[src/rtl/lit_pkg.sv]
package lit_pkg;

    localparam int CNT_W  = 32;
    localparam int VEC_W  = 8;
    localparam int SH_W   = 3;
    localparam int CFG_W  = 4;

    typedef enum logic [1:0] {
        SEL_INIT  = 2'd0,
        SEL_DIV   = 2'd1,
        SEL_ENTRY = 2'd2,
        SEL_NONE  = 2'd3
    } wr_sel_e;

    typedef struct packed {
        logic             periodic;
        logic             mask;
        logic             dstat;
        logic [VEC_W-1:0] vec;
    } tmr_entry_t;

    localparam tmr_entry_t ENTRY_RESET = '{periodic: 1'b0, mask: 1'b1,
                                           dstat: 1'b0, vec: '0};

    // Odd encoding: bit 2 of the setting is skipped, and n = 8 wraps to 0.
    function automatic logic [SH_W-1:0] div_shift(input logic [CFG_W-1:0] cfg);
        logic [CFG_W-1:0] n;
        n = {1'b0, cfg[3], cfg[1:0]} + 4'd1;
        return n[SH_W-1:0];
    endfunction

    function automatic tmr_entry_t entry_from_word(input logic [31:0] w);
        tmr_entry_t e;
        e.periodic = w[17];
        e.mask     = w[16];
        e.dstat    = w[12];
        e.vec      = w[VEC_W-1:0];
        return e;
    endfunction

    function automatic logic [31:0] entry_to_word(input tmr_entry_t e);
        logic [31:0] w;
        w = '0;
        w[17] = e.periodic;
        w[16] = e.mask;
        w[12] = e.dstat;
        w[VEC_W-1:0] = e.vec;
        return w;
    endfunction

endpackage

[src/rtl/lit_prescaler.sv]
module lit_prescaler
    import lit_pkg::*;
#(
    parameter int SHW = SH_W
) (
    input  logic            clk,
    input  logic            rst,
    input  logic            restart,
    input  logic [SHW-1:0]  sh_next,
    output logic            tick
);
    localparam int PC_W = (1 << SHW) - 1;

    logic [PC_W-1:0] pcnt;
    logic [SHW-1:0]  sh_q;
    logic [PC_W:0]   full;
    logic [PC_W-1:0] limit;

    always_comb begin
        full  = (PC_W+1)'(1) << sh_q;
        limit = PC_W'(full - 1'b1);
        tick  = !restart && (pcnt == limit);
    end

    always_ff @(posedge clk) begin
        if (rst) begin
            pcnt <= '0;
            sh_q <= div_shift('0);
        end else if (restart || tick) begin
            pcnt <= '0;
            sh_q <= sh_next;
        end else begin
            pcnt <= pcnt + 1'b1;
        end
    end

    a_r12_tick_restarts: assert property (@(posedge clk) disable iff (rst)
        tick |=> (pcnt == '0));

    a_r2_phase_in_range: assert property (@(posedge clk) disable iff (rst)
        pcnt <= limit);

endmodule

[src/rtl/lit_countdown.sv]
module lit_countdown
    import lit_pkg::*;
#(
    parameter int CW = CNT_W
) (
    input  logic          clk,
    input  logic          rst,
    input  logic          load,
    input  logic [CW-1:0] load_val,
    input  logic          tick,
    input  logic          periodic,
    output logic [CW-1:0] count,
    output logic          expire
);
    logic [CW-1:0] init_q;

    assign expire = tick && !load && (count == CW'(1));

    always_ff @(posedge clk) begin
        if (rst) begin
            count  <= '0;
            init_q <= '0;
        end else if (load) begin
            count  <= load_val;
            init_q <= load_val;
        end else if (tick && count != '0) begin
            if (count == CW'(1))
                count <= periodic ? init_q : '0;
            else
                count <= count - 1'b1;
        end
    end

    a_r3_load_value: assert property (@(posedge clk) disable iff (rst)
        load |=> (count == $past(load_val)));

    a_r5_oneshot_sticks: assert property (@(posedge clk) disable iff (rst)
        (!load && !periodic && count == '0) |=> (count == '0));

    a_r6_periodic_reload: assert property (@(posedge clk) disable iff (rst)
        (expire && periodic) |=> (count == init_q));

    a_r4_zero_no_expiry: assert property (@(posedge clk) disable iff (rst)
        (count == '0) |-> !expire);

endmodule

[src/rtl/lit_pending.sv]
module lit_pending #(
    parameter int PW = 4
) (
    input  logic clk,
    input  logic rst,
    input  logic clr,
    input  logic inc,
    input  logic allow,
    input  logic ack,
    output logic req
);
    localparam logic [PW-1:0] PMAX = '1;

    logic [PW-1:0] pend;
    logic          inc_eff;
    logic          dec;

    assign req     = allow && (pend != '0);
    assign dec     = ack && req;
    assign inc_eff = inc && (pend != PMAX);

    always_ff @(posedge clk) begin
        if (rst || clr) begin
            pend <= '0;
        end else begin
            case ({inc_eff, dec})
                2'b10:   pend <= pend + 1'b1;
                2'b01:   pend <= pend - 1'b1;
                default: pend <= pend;
            endcase
        end
    end

    a_r7_no_overflow: assert property (@(posedge clk) disable iff (rst)
        (pend == PMAX && !clr && !dec) |=> (pend == PMAX));

    a_r8_accept_drains_one: assert property (@(posedge clk) disable iff (rst)
        (dec && !inc && !clr) |=> (pend == $past(pend) - 1'b1));

    a_r8_ack_only_on_req: assert property (@(posedge clk) disable iff (rst)
        ack |-> req);

endmodule

[src/rtl/core_tick_timer.sv]
module core_tick_timer
    import lit_pkg::*;
#(
    parameter int PEND_W = 4
) (
    input  logic        clk,
    input  logic        rst,
    input  logic        sw_en,
    input  logic        wr_en,
    input  logic [1:0]  wr_sel,
    input  logic [31:0] wr_data,
    output logic [31:0] cur_count,
    output logic [31:0] entry_rd,
    output logic        irq_req,
    output logic [7:0]  irq_vec,
    input  logic        irq_ack
);
    tmr_entry_t       entry_q;
    logic [CFG_W-1:0] cfg_q;
    logic             wr_init, wr_div, wr_entry;
    logic             tick, expire;

    assign wr_init  = wr_en && (wr_sel_e'(wr_sel) == SEL_INIT);
    assign wr_div   = wr_en && (wr_sel_e'(wr_sel) == SEL_DIV);
    assign wr_entry = wr_en && (wr_sel_e'(wr_sel) == SEL_ENTRY);

    always_ff @(posedge clk) begin
        if (rst) begin
            cfg_q <= '0;
        end else if (wr_div) begin
            cfg_q <= wr_data[CFG_W-1:0];
        end
    end

    always_ff @(posedge clk) begin
        if (rst) begin
            entry_q <= ENTRY_RESET;
        end else if (wr_entry) begin
            entry_q      <= entry_from_word(wr_data);
            entry_q.mask <= wr_data[16] || !sw_en;
        end else if (!sw_en) begin
            entry_q.mask <= 1'b1;
        end
    end

    lit_prescaler #(.SHW(SH_W)) u_pre (
        .clk     (clk),
        .rst     (rst),
        .restart (wr_init),
        .sh_next (div_shift(cfg_q)),
        .tick    (tick)
    );

    lit_countdown #(.CW(CNT_W)) u_cnt (
        .clk      (clk),
        .rst      (rst),
        .load     (wr_init),
        .load_val (wr_data),
        .tick     (tick),
        .periodic (entry_q.periodic),
        .count    (cur_count),
        .expire   (expire)
    );

    lit_pending #(.PW(PEND_W)) u_pend (
        .clk   (clk),
        .rst   (rst),
        .clr   (wr_init || !sw_en),
        .inc   (expire),
        .allow (!entry_q.mask),
        .ack   (irq_ack),
        .req   (irq_req)
    );

    assign entry_rd = entry_to_word(entry_q);
    assign irq_vec  = entry_q.vec;

    a_r8_req_only_unmasked: assert property (@(posedge clk) disable iff (rst)
        irq_req |-> !entry_rd[16]);

    a_r11_swoff_masks: assert property (@(posedge clk) disable iff (rst)
        !sw_en |=> (entry_rd[16] && !irq_req));

    a_r10_entry_clean: assert property (@(posedge clk) disable iff (rst)
        (entry_rd[31:18] == '0) && (entry_rd[15:13] == '0) && (entry_rd[11:8] == '0));

endmodule

[config.mk]
export PLATFORM = sky130hd
export DESIGN_NAME = core_tick_timer
export DESIGN_NICKNAME = d
export VERILOG_FILES = /design/src/rtl/lit_pkg.sv /design/src/rtl/lit_prescaler.sv /design/src/rtl/lit_countdown.sv /design/src/rtl/lit_pending.sv /design/src/rtl/core_tick_timer.sv
export SDC_FILE = /design/constraint.sdc
export NUM_CORES = 1
export LEC_CHECK = 0
export BUFFER_PORTS_ARGS = -buffer_cell sky130_fd_sc_hd__buf_4
export CAP_MARGIN = 40
export CORE_AREA = 2 2 105 107
export CTS_BUF_LIST = sky130_fd_sc_hd__clkbuf_16
export DETAILED_ROUTE_END_ITERATION = 8
export DIE_AREA = 0 0 107 109
export GPL_TIMING_DRIVEN = 0
export MAX_ROUTING_LAYER = met4
export PLACE_DENSITY_LB_ADDON = 0.25
export SETUP_SLACK_MARGIN = 0.4
export SLEW_MARGIN = 20
export SYNTH_ARGS = -nofsm -noshare
export SYNTH_HDL_FRONTEND = slang
export SYNTH_SLANG_ARGS = --single-unit
[constraint.sdc]
create_clock -name clk -period 2.8 [get_ports clk]
set_input_delay 0.14 -clock clk [delete_from_list [all_inputs] [get_ports clk]]
set_output_delay 0.14 -clock clk [all_outputs]
set_load 0.005 [all_outputs]
## After elaboration in Yosys (flattened, before gate mapping)

Index checks and enable logic that the tools add are counted.

- $add $sub $neg: 6
- Equality and inequality tests: 8
- Shift-type cells: 1
- Muxes and demuxes: 7
- Reductions and logical operators: 23

Operators by type and width:

| kind | count |
|---|---|
| 2-to-1 mux 32 bit | 4 |
| == test 32 x 1 -> 1 bit (second input constant) | 1 |
| nonzero test 32 bit | 1 |
| subtractor 32 x 1 -> 32 bit (second input constant) | 1 |
| logical AND 1 bit | 10 |
| case mux 4 bit (2 select lines) | 1 |
| adder 7 x 1 -> 7 bit (second input constant) | 1 |
| == test 7 bit | 1 |
| left shift 1 x 3 -> 7 bit (first input constant) | 1 |
| subtractor 7 x 1 -> 7 bit (second input constant) | 1 |
| adder 4 x 1 -> 4 bit (second input constant) | 1 |
| == test 2 x 1 -> 1 bit (second input constant) | 2 |
| == test 2 bit (second input constant) | 2 |
| logical OR 1 bit | 4 |
| != test 4 bit (second input constant) | 1 |
| nonzero test 2 bit | 2 |
| nonzero test 4 bit | 1 |
| subtractor 4 x 1 -> 4 bit (second input constant) | 1 |
| adder 3 x 1 -> 3 bit (second input constant) | 1 |
| logical NOT 1 bit | 3 |
| logical NOT 2 bit | 1 |
| 2-to-1 mux 1 bit | 2 |
| != test 2 x 1 -> 1 bit (second input constant) | 1 |
| OR reduction 2 bit | 1 |

- Flip-flop bits (word level): 93
- Input bits: 39
- Output and inout bits: 73
- Logic and storage cells: 55

## Logic depth before layout (Yosys ltp)

Gate-level depths: netlist (run 1).

- Depth after elaboration: 9
- Depth in mapped cells: 13
- Mapped depth without buffers: 12

## Cells and area by module

From an unflattened synthesis (run 1), not the netlist that was laid out.

- Cells, all modules: 647
- Area total of the unflattened synthesis: 5312.6 sq um

By module, submodules not included:

| module | times used | cells each | area an instance (sq um) | seq. area each (sq um) |
|---|---|---|---|---|
| lit_countdown | 1 | 442 | 3498.4 | 1281.2 |
| core_tick_timer | 1 | 94 | 875.8 | 280.3 |
| lit_prescaler | 1 | 77 | 649.4 | 200.2 |
| lit_pending | 1 | 34 | 289.0 | 80.1 |

## Worst setup path before layout (run 1)

OpenSTA, ideal clock, no wires.

- Path kind: register to register
- From: register u_cnt.count[9]
- To: register u_pend.pend[3]
- Setup time: 0.070 ns
- Data arrival time: 3.009 ns
- Required time: 2.730 ns
- Path slack: -0.279 ns
- Stages on the path, launching flop included: 13
- Buffers on the path: 1
- Period minus slack after synthesis: 3.079 ns
- Path through: dfxtp_1 nor4_4 nand2_2 nor4_2 clkbuf_1 nand4_1 ha_1 ha_1 a21o_1 a21oi_1 xnor2_1 or3_1 a21oi_1

- Word-level cells in the longest chain between the ends: 5
- Elaborated cells on any way between the ends: 7
- Classes of those cells: eq/ne (3); mux (1); reduce/logical (3)

RTL lines:

| element | RTL line | text |
|---|---|---|
| start: declaration | lit_countdown.sv:12 | `output logic [CW-1:0] count,` |
| start signal: assignment | lit_countdown.sv:24 | `count <= load_val;` |
| start signal: assignment | lit_countdown.sv:28 | `count <= periodic ? init_q : '0;` |
| start signal: assignment | lit_countdown.sv:30 | `count <= count - 1'b1;` |
| == test 32 x 1 -> 1 bit (*) | lit_countdown.sv:17 | `assign expire = tick && !load && (count == CW'(1));` |
| logical AND 1 bit (*) | lit_countdown.sv:17 |  |
| logical AND 1 bit (*) | lit_pending.sv:20 | `assign inc_eff = inc && (pend != PMAX);` |
| == test 2 x 1 -> 1 bit or == test 2 bit (tied branches) | lit_pending.sv:26 | `case ({inc_eff, dec})` |
| case mux 4 bit (2 select lines) or nonzero test 2 bit (tied branches) | -- |  |
| end signal: assignment | lit_pending.sv:27 | `2'b10: pend <= pend + 1'b1;` |
| end signal: assignment | lit_pending.sv:28 | `2'b01: pend <= pend - 1'b1;` |
| end signal: assignment | lit_pending.sv:29 | `default: pend <= pend;` |
| end: declaration | lit_pending.sv:14 | `logic [PW-1:0] pend;` |

Every way passes the cells marked *; elsewhere a longest branch is shown, timed or not.
A chain may end at the register's enable or synchronous reset.

## Worst setup path in the final report (run 1)

- From: register u_cnt.count[7]
- To: register u_pend.pend[3]

Same word-level chain as after synthesis.

==> summary.md, run 1 <==
| Metric | Value |
|---|---|
| Async SR Flop Fraction | `0` |
| Layout cell share with drive strength beyond 1 | `0.3923` |
| Pins Over Slew Limit | `0` |
| FF+latch count, synth | `92` |
| Die span in x | `107 um` |
| Top delay family on crit path | `simple AND/OR/NAND/NOR gates` |
| # rows | `38` |
| Crit path kind | `reg2reg` |
| CP Capture Type | `flop` |
| Hold_buf cts | `0` |
| Cell Chain, Critical Path | `nor4_4, nand3_2, nor4_4, clkbuf_8, nand4_1, ha_4, ha_4, a21o_1, a21oi_2, xnor2_1, or3_1, a21oi_1` |
| Htree depth | `3` |
| Synthesis Warnings | `0` |
| # fillers | `804` |
| CP Max Fanout | `4` |
| Area of the multi-input gates | `3426 um^2` |
| CP arrival | `3310 ps` |
| Library cells used by synthesis | `58` |
| Root buffer cell | `clkbuf_16` |
| Final wirelength | `19.06 mm` |
| CTS buffer count | `9` |
| Cell count after synthesis | `637` |
| Failing checks | `setup timing` |
| Antenna violations before repair | `0` |
| Worst setup margin | `-236.9 ps` |
| Power Dens Cells | `764.2 nW/um^2` |
| # nets final | `852` |
| HP Class | `in2reg` |
| Post-place setup slack | `-506.5 ps` |
| Layout area overhead | `50.00%` |
| Sink Count | `92` |
| Most frequent cells in the layout | `buf_4, nand2_1, dfxtp_1` |
| Global-route wire length before repair | `27.92 mm` |
| Pleak | `3.247 nW` |
| Hold Violations, Final | `0` |
| Post-Syn Area | `5020 um^2` |
| Final Hold Slack | `37.42 ps` |
| Final Critical Period | `3037 ps` |
| Port buffer count | `90` |
| DRT iter0 DRCs | `591` |
| Reg area | `1864 um^2` |
| Inserted Diodes | `0` |
| Die height | `109 um` |
| Final period util | `1.085` |
| Max_cap viols | `0` |
| WP buf/inv | `1` |
| Post-DRT Antenna Nets | `0` |
| Register area share after synthesis | `0.3669` |
| Critical Path Max Stage Delay | `400 ps` |
| Avg Vias per Cell | `5.961` |
| Via count | `5,651` |
| Clk_lat worst skew | `350 ps` |
| HPWL Detailed | `12.07 mm` |
| Most used DFF post-synth | `dfxtp_1` |
| Pin count of the biggest net entering global routing | `14` |
| Congestion Overflow GR | `0` |
| Vias in the first global route | `5,286` |
| Final setup fails | `2` |
| GPL Wtd Cong | `1.002` |
| Fmax | `0.3293 GHz` |
| Area of the die | `11,660 um^2` |
| Non-Filler Instances | `948` |
| Normalized max-slew margin | `0.4208` |
| Clock slew seen by the registers of the worst setup and hold paths | `60 ps` |
| Number of placed cells counting well taps | `887` |
| Layout Skew | `6.020 ps` |
| EDFF count, synth | `0` |
| WL/cell | `20.10 um` |
| RSZ-0062 raised after global routing | `true` |
| Setup TNS | `-265.2 ps` |
| Core box area | `10,600 um^2` |
| Slowest CP cell | `nor4_4` |
| GRT Total Usage | `0.3231` |
| Synthesized area per cell | `7.880 um^2` |
| Crit start category | `flop` |
| Initial Util | `0.4734` |
| CTS Buffer Depth | `2` |
| Slew @ Worst Pin | `868.7 ps` |
| Commonest non-fill, non-tap cell in the layout | `buf_4` |
| Drt pass-1 iters | `5` |
| Peak supply drop | `0.5205 mV` |
| DR DRC count | `0` |
| Status | `finished, violations left` |
| CP required | `3070 ps` |
| Io pins | `112` |
| CTS tree | `built` |
==> synthesized netlist by cell type, drive strengths merged (2+ instances only) <==
| master | count | area (um^2) |
|---|---|---|
| nor3 | 19 | 105.1 |
| and4 | 2 | 17.52 |
| o22ai | 3 | 18.77 |
| a2111oi | 2 | 17.52 |
| o31ai | 2 | 15.01 |
| nand2b | 3 | 18.77 |
| or2 | 4 | 25.02 |
| nor2 | 56 | 210.2 |
| a21boi | 2 | 15.01 |
| nor2b | 2 | 12.51 |
| and3 | 5 | 31.28 |
| a31oi | 15 | 93.84 |
| buf | 45 | 300.3 |
| nand4 | 5 | 31.28 |
| or3 | 6 | 37.54 |
| a22o | 3 | 26.28 |
| xor2 | 5 | 43.79 |
| clkbuf | 26 | 97.59 |
| a21o | 4 | 30.03 |
| xnor2 | 8 | 70.07 |
| a21oi | 70 | 354.1 |
| a32o | 3 | 30.03 |
| mux2i | 16 | 160.2 |
| dfxtp | 92 | 1842 |
| nor3b | 2 | 15.01 |
| nand2 | 98 | 372.9 |
| nand3b | 6 | 45.04 |
| inv | 13 | 48.80 |
| and2 | 2 | 12.51 |
| o21a | 3 | 22.52 |
| nor4 | 13 | 153.9 |
| o21ai | 21 | 105.1 |
| nand3 | 21 | 105.1 |
| a31o | 9 | 78.83 |
| or4 | 5 | 37.54 |
| ha | 8 | 100.1 |
| o211ai | 21 | 157.7 |
| a221oi | 6 | 52.55 |
==> cell families after synthesis <==
group | synth area share
buffers and inverters | 0.08898
DFF | 0.3669
other | 0.0007470
and+or+nand+nor | 0.2525
AOI/OAI and AO/OA | 0.2101
muxes | 0.03415
adders and majority gates | 0.02393
xor gates and xnor gates | 0.02268
==> area by class of cell <==
| type | instances | share of cell area |
|---|---|---|
| Clock inverter | 6 | 0.006647 |
| Multi-Input combinational cell | 481 | 0.4550 |
| Timing Repair Buffer | 136 | 0.1592 |
| Tap cell | 140 | 0.02326 |
| Clock buffer | 9 | 0.02991 |
| Sequential cell | 92 | 0.2476 |
| Buffer | 71 | 0.07162 |
| Inverter | 13 | 0.006813 |
==> worst min-delay path: stages <==
cell and delay (ps):
buf_4 80, mux2i_1 50, nor2_1 70
==> flip-flops by register name, summed over array words and instances, names as in the netlist <==
name,count
u_pre.pcnt,7
entry_rd,3
cfg_q,3
u_cnt.count,32
u_pend.pend,4
u_pre.sh_q,3
u_cnt.init_q,32
irq_vec,8
==> path summary, 6_finish.rpt <==
kind,endpoint,slack (ps),depth (start not counted),start
setup reg to reg,u_pend.pend[3],-240,12,u_cnt.count[7]
hold / removal,entry_rd[12],40,3,wr_data[12]
setup / recovery,u_pend.pend[3],-240,12,u_cnt.count[7]
hold reg to reg,u_cnt.init_q[5],460,2,u_cnt.init_q[5]
==> where the power goes <==
group,leakage (nW),switching (mW),internal [mW],total [mW]
combinational,2.35,1.57,1.37,2.95
sequential,0.754,0.195,1.44,1.64
clock,0.146,0.500,0.673,1.17
==> per-stage QoR <==
step                power, mW  cell area [um^2]    util
floorplan               2.887              5146       -
global placement        3.483              5997  0.5656
detailed placement      3.514              5997  0.5656
CTS                     5.195              6998  0.6600
global route            5.999              7530  0.7102
finish                  5.755              7530  0.7102
==> what timing repair did <==
item	CTS	global route
resized for setup	107	111
pin swaps	63	56
buffers inserted	29	12
hold endpoints to repair	0	0
endpoints found under the setup margin	52	45
gates cloned	5	0
==> layer usage <==
| layer | share of wire | global-route usage |
|---|---|---|
| met5 | 0 | - |
| met4 | 0.036 | 0.1512 |
| met3 | 0.082 | 0.05918 |
| met2 | 0.49 | 0.5255 |
| met1 | 0.39 | 0.3906 |
Note: power is estimated with default switching activity, not from simulation.
==> run 2: changes to the inputs <==
==> constraint.sdc (replaced) <==
create_clock -name clk -period 2.8 [get_ports clk]
set_input_delay 0.56 -clock clk [delete_from_list [all_inputs] [get_ports clk]]
set_output_delay 0.56 -clock clk [all_outputs]
set_load 0.005 [all_outputs]
==> summary.md, run 2 (same netlist as run 1, synthesis figures left out) <==
| Metric | Value |
|---|---|
| Antenna violations before repair | `0 (unchanged)` |
| Layout Skew | `6.954 ps (was 6.020 ps)` |
| Final Cell Area | `7335 um^2 (was 7530 um^2)` |
| Layout cell share with drive strength beyond 1 | `0.3652 (was 0.3923)` |
| DR DRC count | `0 (unchanged)` |
| Hold_buf cts | `0 (unchanged)` |
| Clock slew seen by the registers of the worst setup and hold paths | `70 ps (was 60 ps)` |
| Pleak | `3.009 nW (was 3.247 nW)` |
| Final setup fails | `2 (unchanged)` |
| Final Hold Slack | `460.4 ps (was 37.42 ps)` |
| Non-Filler Instances | `945 (was 948)` |
| Peak supply drop | `0.4486 mV (was 0.5205 mV)` |
| Final Critical Period | `2965 ps (was 3037 ps)` |
| Max_cap viols | `0 (unchanged)` |
| GPL Wtd Cong | `0.9883 (was 1.002)` |
| Io pins | `112 (unchanged)` |
| Commonest non-fill, non-tap cell in the layout | `buf_4 (unchanged)` |
| Cell Chain, Critical Path | `nor4_4, nand2_2, nor4_4, clkbuf_8, nand4_1, ha_4, ha_4, a21o_1, a21oi_2, xnor2_1, or3_1, a21oi_2 (was nor4_4, nand3_2, nor4_4, clkbuf_8, nand4_1, ha_4, ha_4, a21o_1, a21oi_2, xnor2_1, or3_1, a21oi_1)` |
| Die height | `109 um (unchanged)` |
| RSZ-0062 raised after global routing | `true (unchanged)` |
| Core box area | `10,600 um^2 (unchanged)` |
| Placed inst area | `6012 um^2 (was 5997 um^2)` |
| Final wirelength | `18.63 mm (was 19.06 mm)` |
| Htree depth | `3 (unchanged)` |
| CP Capture Type | `flop (unchanged)` |
| Slew @ Worst Pin | `905.6 ps (was 868.7 ps)` |
| # rows | `38 (unchanged)` |
| Post-place setup slack | `-751.2 ps (was -506.5 ps)` |
| Fmax | `0.3373 GHz (was 0.3293 GHz)` |
| HP Class | `reg2reg (was in2reg)` |
| Die span in x | `107 um (unchanged)` |
| Global-route wire length before repair | `26.34 mm (was 27.92 mm)` |
| Layout area overhead | `46.11% (was 50.00%)` |
| DRT iter0 DRCs | `542 (was 591)` |
| HPWL Detailed | `12.00 mm (was 12.07 mm)` |
| Hold Violations, Final | `0 (unchanged)` |
| Normalized max-slew margin | `0.3963 (was 0.4208)` |
| Crit path kind | `reg2reg (unchanged)` |
| GRT Total Usage | `0.3023 (was 0.3231)` |
| Slowest CP cell | `nor4_4 (unchanged)` |
| Power Dens Cells | `768.0 nW/um^2 (was 764.2 nW/um^2)` |
| Drt pass-1 iters | `5 (unchanged)` |
| Number of placed cells counting well taps | `887 (unchanged)` |
| GR Util met3 | `0.03825 (was 0.05918)` |
| Sink Count | `92 (unchanged)` |
| CP Max Fanout | `5 (was 4)` |
| Root buffer cell | `clkbuf_16 (unchanged)` |
| Most frequent cells in the layout | `buf_4, nand2_1, dfxtp_1 (unchanged)` |
| Crit start category | `flop (unchanged)` |
| Failing checks | `setup timing (unchanged)` |
| Via count | `5,672 (was 5,651)` |
| CP required | `3080 ps (was 3070 ps)` |
| Final period util | `1.059 (was 1.085)` |
| CTS tree | `built (unchanged)` |
| # fillers | `854 (was 804)` |
| CTS buffer count | `9 (unchanged)` |
| Congestion Overflow GR | `0 (unchanged)` |
| Post-DRT Antenna Nets | `0 (unchanged)` |
| Vias in the first global route | `5,071 (was 5,286)` |
| CTS Buffer Depth | `2 (unchanged)` |
| Pin count of the biggest net entering global routing | `16 (was 14)` |
| Avg Vias per Cell | `6.002 (was 5.961)` |
| Critical Path Max Stage Delay | `390 ps (was 400 ps)` |
| Port buffer count | `90 (unchanged)` |
| WL/cell | `19.72 um (was 20.10 um)` |
| Worst setup margin | `-164.8 ps (was -236.9 ps)` |
| Inserted Diodes | `0 (unchanged)` |
| CP arrival | `3240 ps (was 3310 ps)` |
| Clk_lat worst skew | `340 ps (was 350 ps)` |
| Pins Over Slew Limit | `0 (unchanged)` |
| Global route hottest layer | `met2 (unchanged)` |
| # nets final | `848 (was 852)` |
| Met1 usage | `0.3732 (was 0.3906)` |
| Met2 Usage GRT | `0.4973 (was 0.5255)` |
| Area of the die | `11,660 um^2 (unchanged)` |
| Initial Util | `0.4734 (unchanged)` |
| Status | `finished, violations left (unchanged)` |
-- run 2: cell types whose count changed in the layout (fill, tap and decap cells not counted), moves of 5 or more --
cell and delta:
nand2_4 -12, o21ai_2 +5, nand2_1 +14, a21oi_1 +5
buf_16 -5, o21ai_1 -8, buf_6 -6
-- run 2: per-layer routing --
layer	vias up	part of all wire
li1	2565	-
met1	2669	0.38
met2	354	0.48
met3	84	0.093
met4	0	0.046
met5	-	0
-- run 2: area by class of cell --
| type | count | area (um^2) | area share |
|---|---|---|---|
| clock buffers | 9 | 225.2 | 0.03071 |
| plain buffers | 71 | 563.0 | 0.07677 |
| multi-input cells | 482 | 3298 | 0.4497 |
| repair buffers | 131 | 1092 | 0.1489 |
| inverters | 13 | 51.30 | 0.006994 |
| clock inverters | 7 | 66.31 | 0.009041 |
| flip-flops and latches | 92 | 1863 | 0.2540 |
| well taps | 140 | 175.2 | 0.02388 |
-- run 2: metrics by stage --
step	utilization	TNS (ps)	power [mW]
after detailed placement	0.5670	-19350	3.499
after CTS	0.6297	-107.6	5.045
after floorplan	-	0	2.888
after global routing	0.6918	-386.1	5.841
final	0.6918	-169.5	5.633
after global placement	0.5670	-17570	3.467
-- run 2: worst max-delay path, delay by kind of cell, from the launching register on --
kind	cells	cell delay, ps
AO/OA/AOI/OAI	3	410
XOR/XNOR	1	80
adder cells (fa/ha/maj)	2	430
buffers and inverters	1	190
flip-flops	1	350
AND/OR/NAND/NOR	5	1420
-- run 2: what timing repair did --
item	CTS	global route
hold endpoints to repair	0	0
pin swaps	16	40
setup endpoints to repair	65	40
cloned	1	2
setup buffers	14	25
resized for setup	73	97
-- run 2: worst paths after layout --
kind / depth (start not counted) / start / endpoint / slack, ps
setup / recovery: 12 / u_cnt.count[10] / u_pend.pend[3] / -160
hold / removal: 2 / u_cnt.init_q[13] / u_cnt.init_q[13] / 460
setup reg to reg: 12 / u_cnt.count[10] / u_pend.pend[3] / -160
hold reg to reg: 2 / u_cnt.init_q[13] / u_cnt.init_q[13] / 460
-- run 2: report_power, final --
group	total, mW	switching [mW]	internal [mW]
combinational	2.79	1.49	1.29
sequential	1.62	0.186	1.44
clock	1.22	0.537	0.688
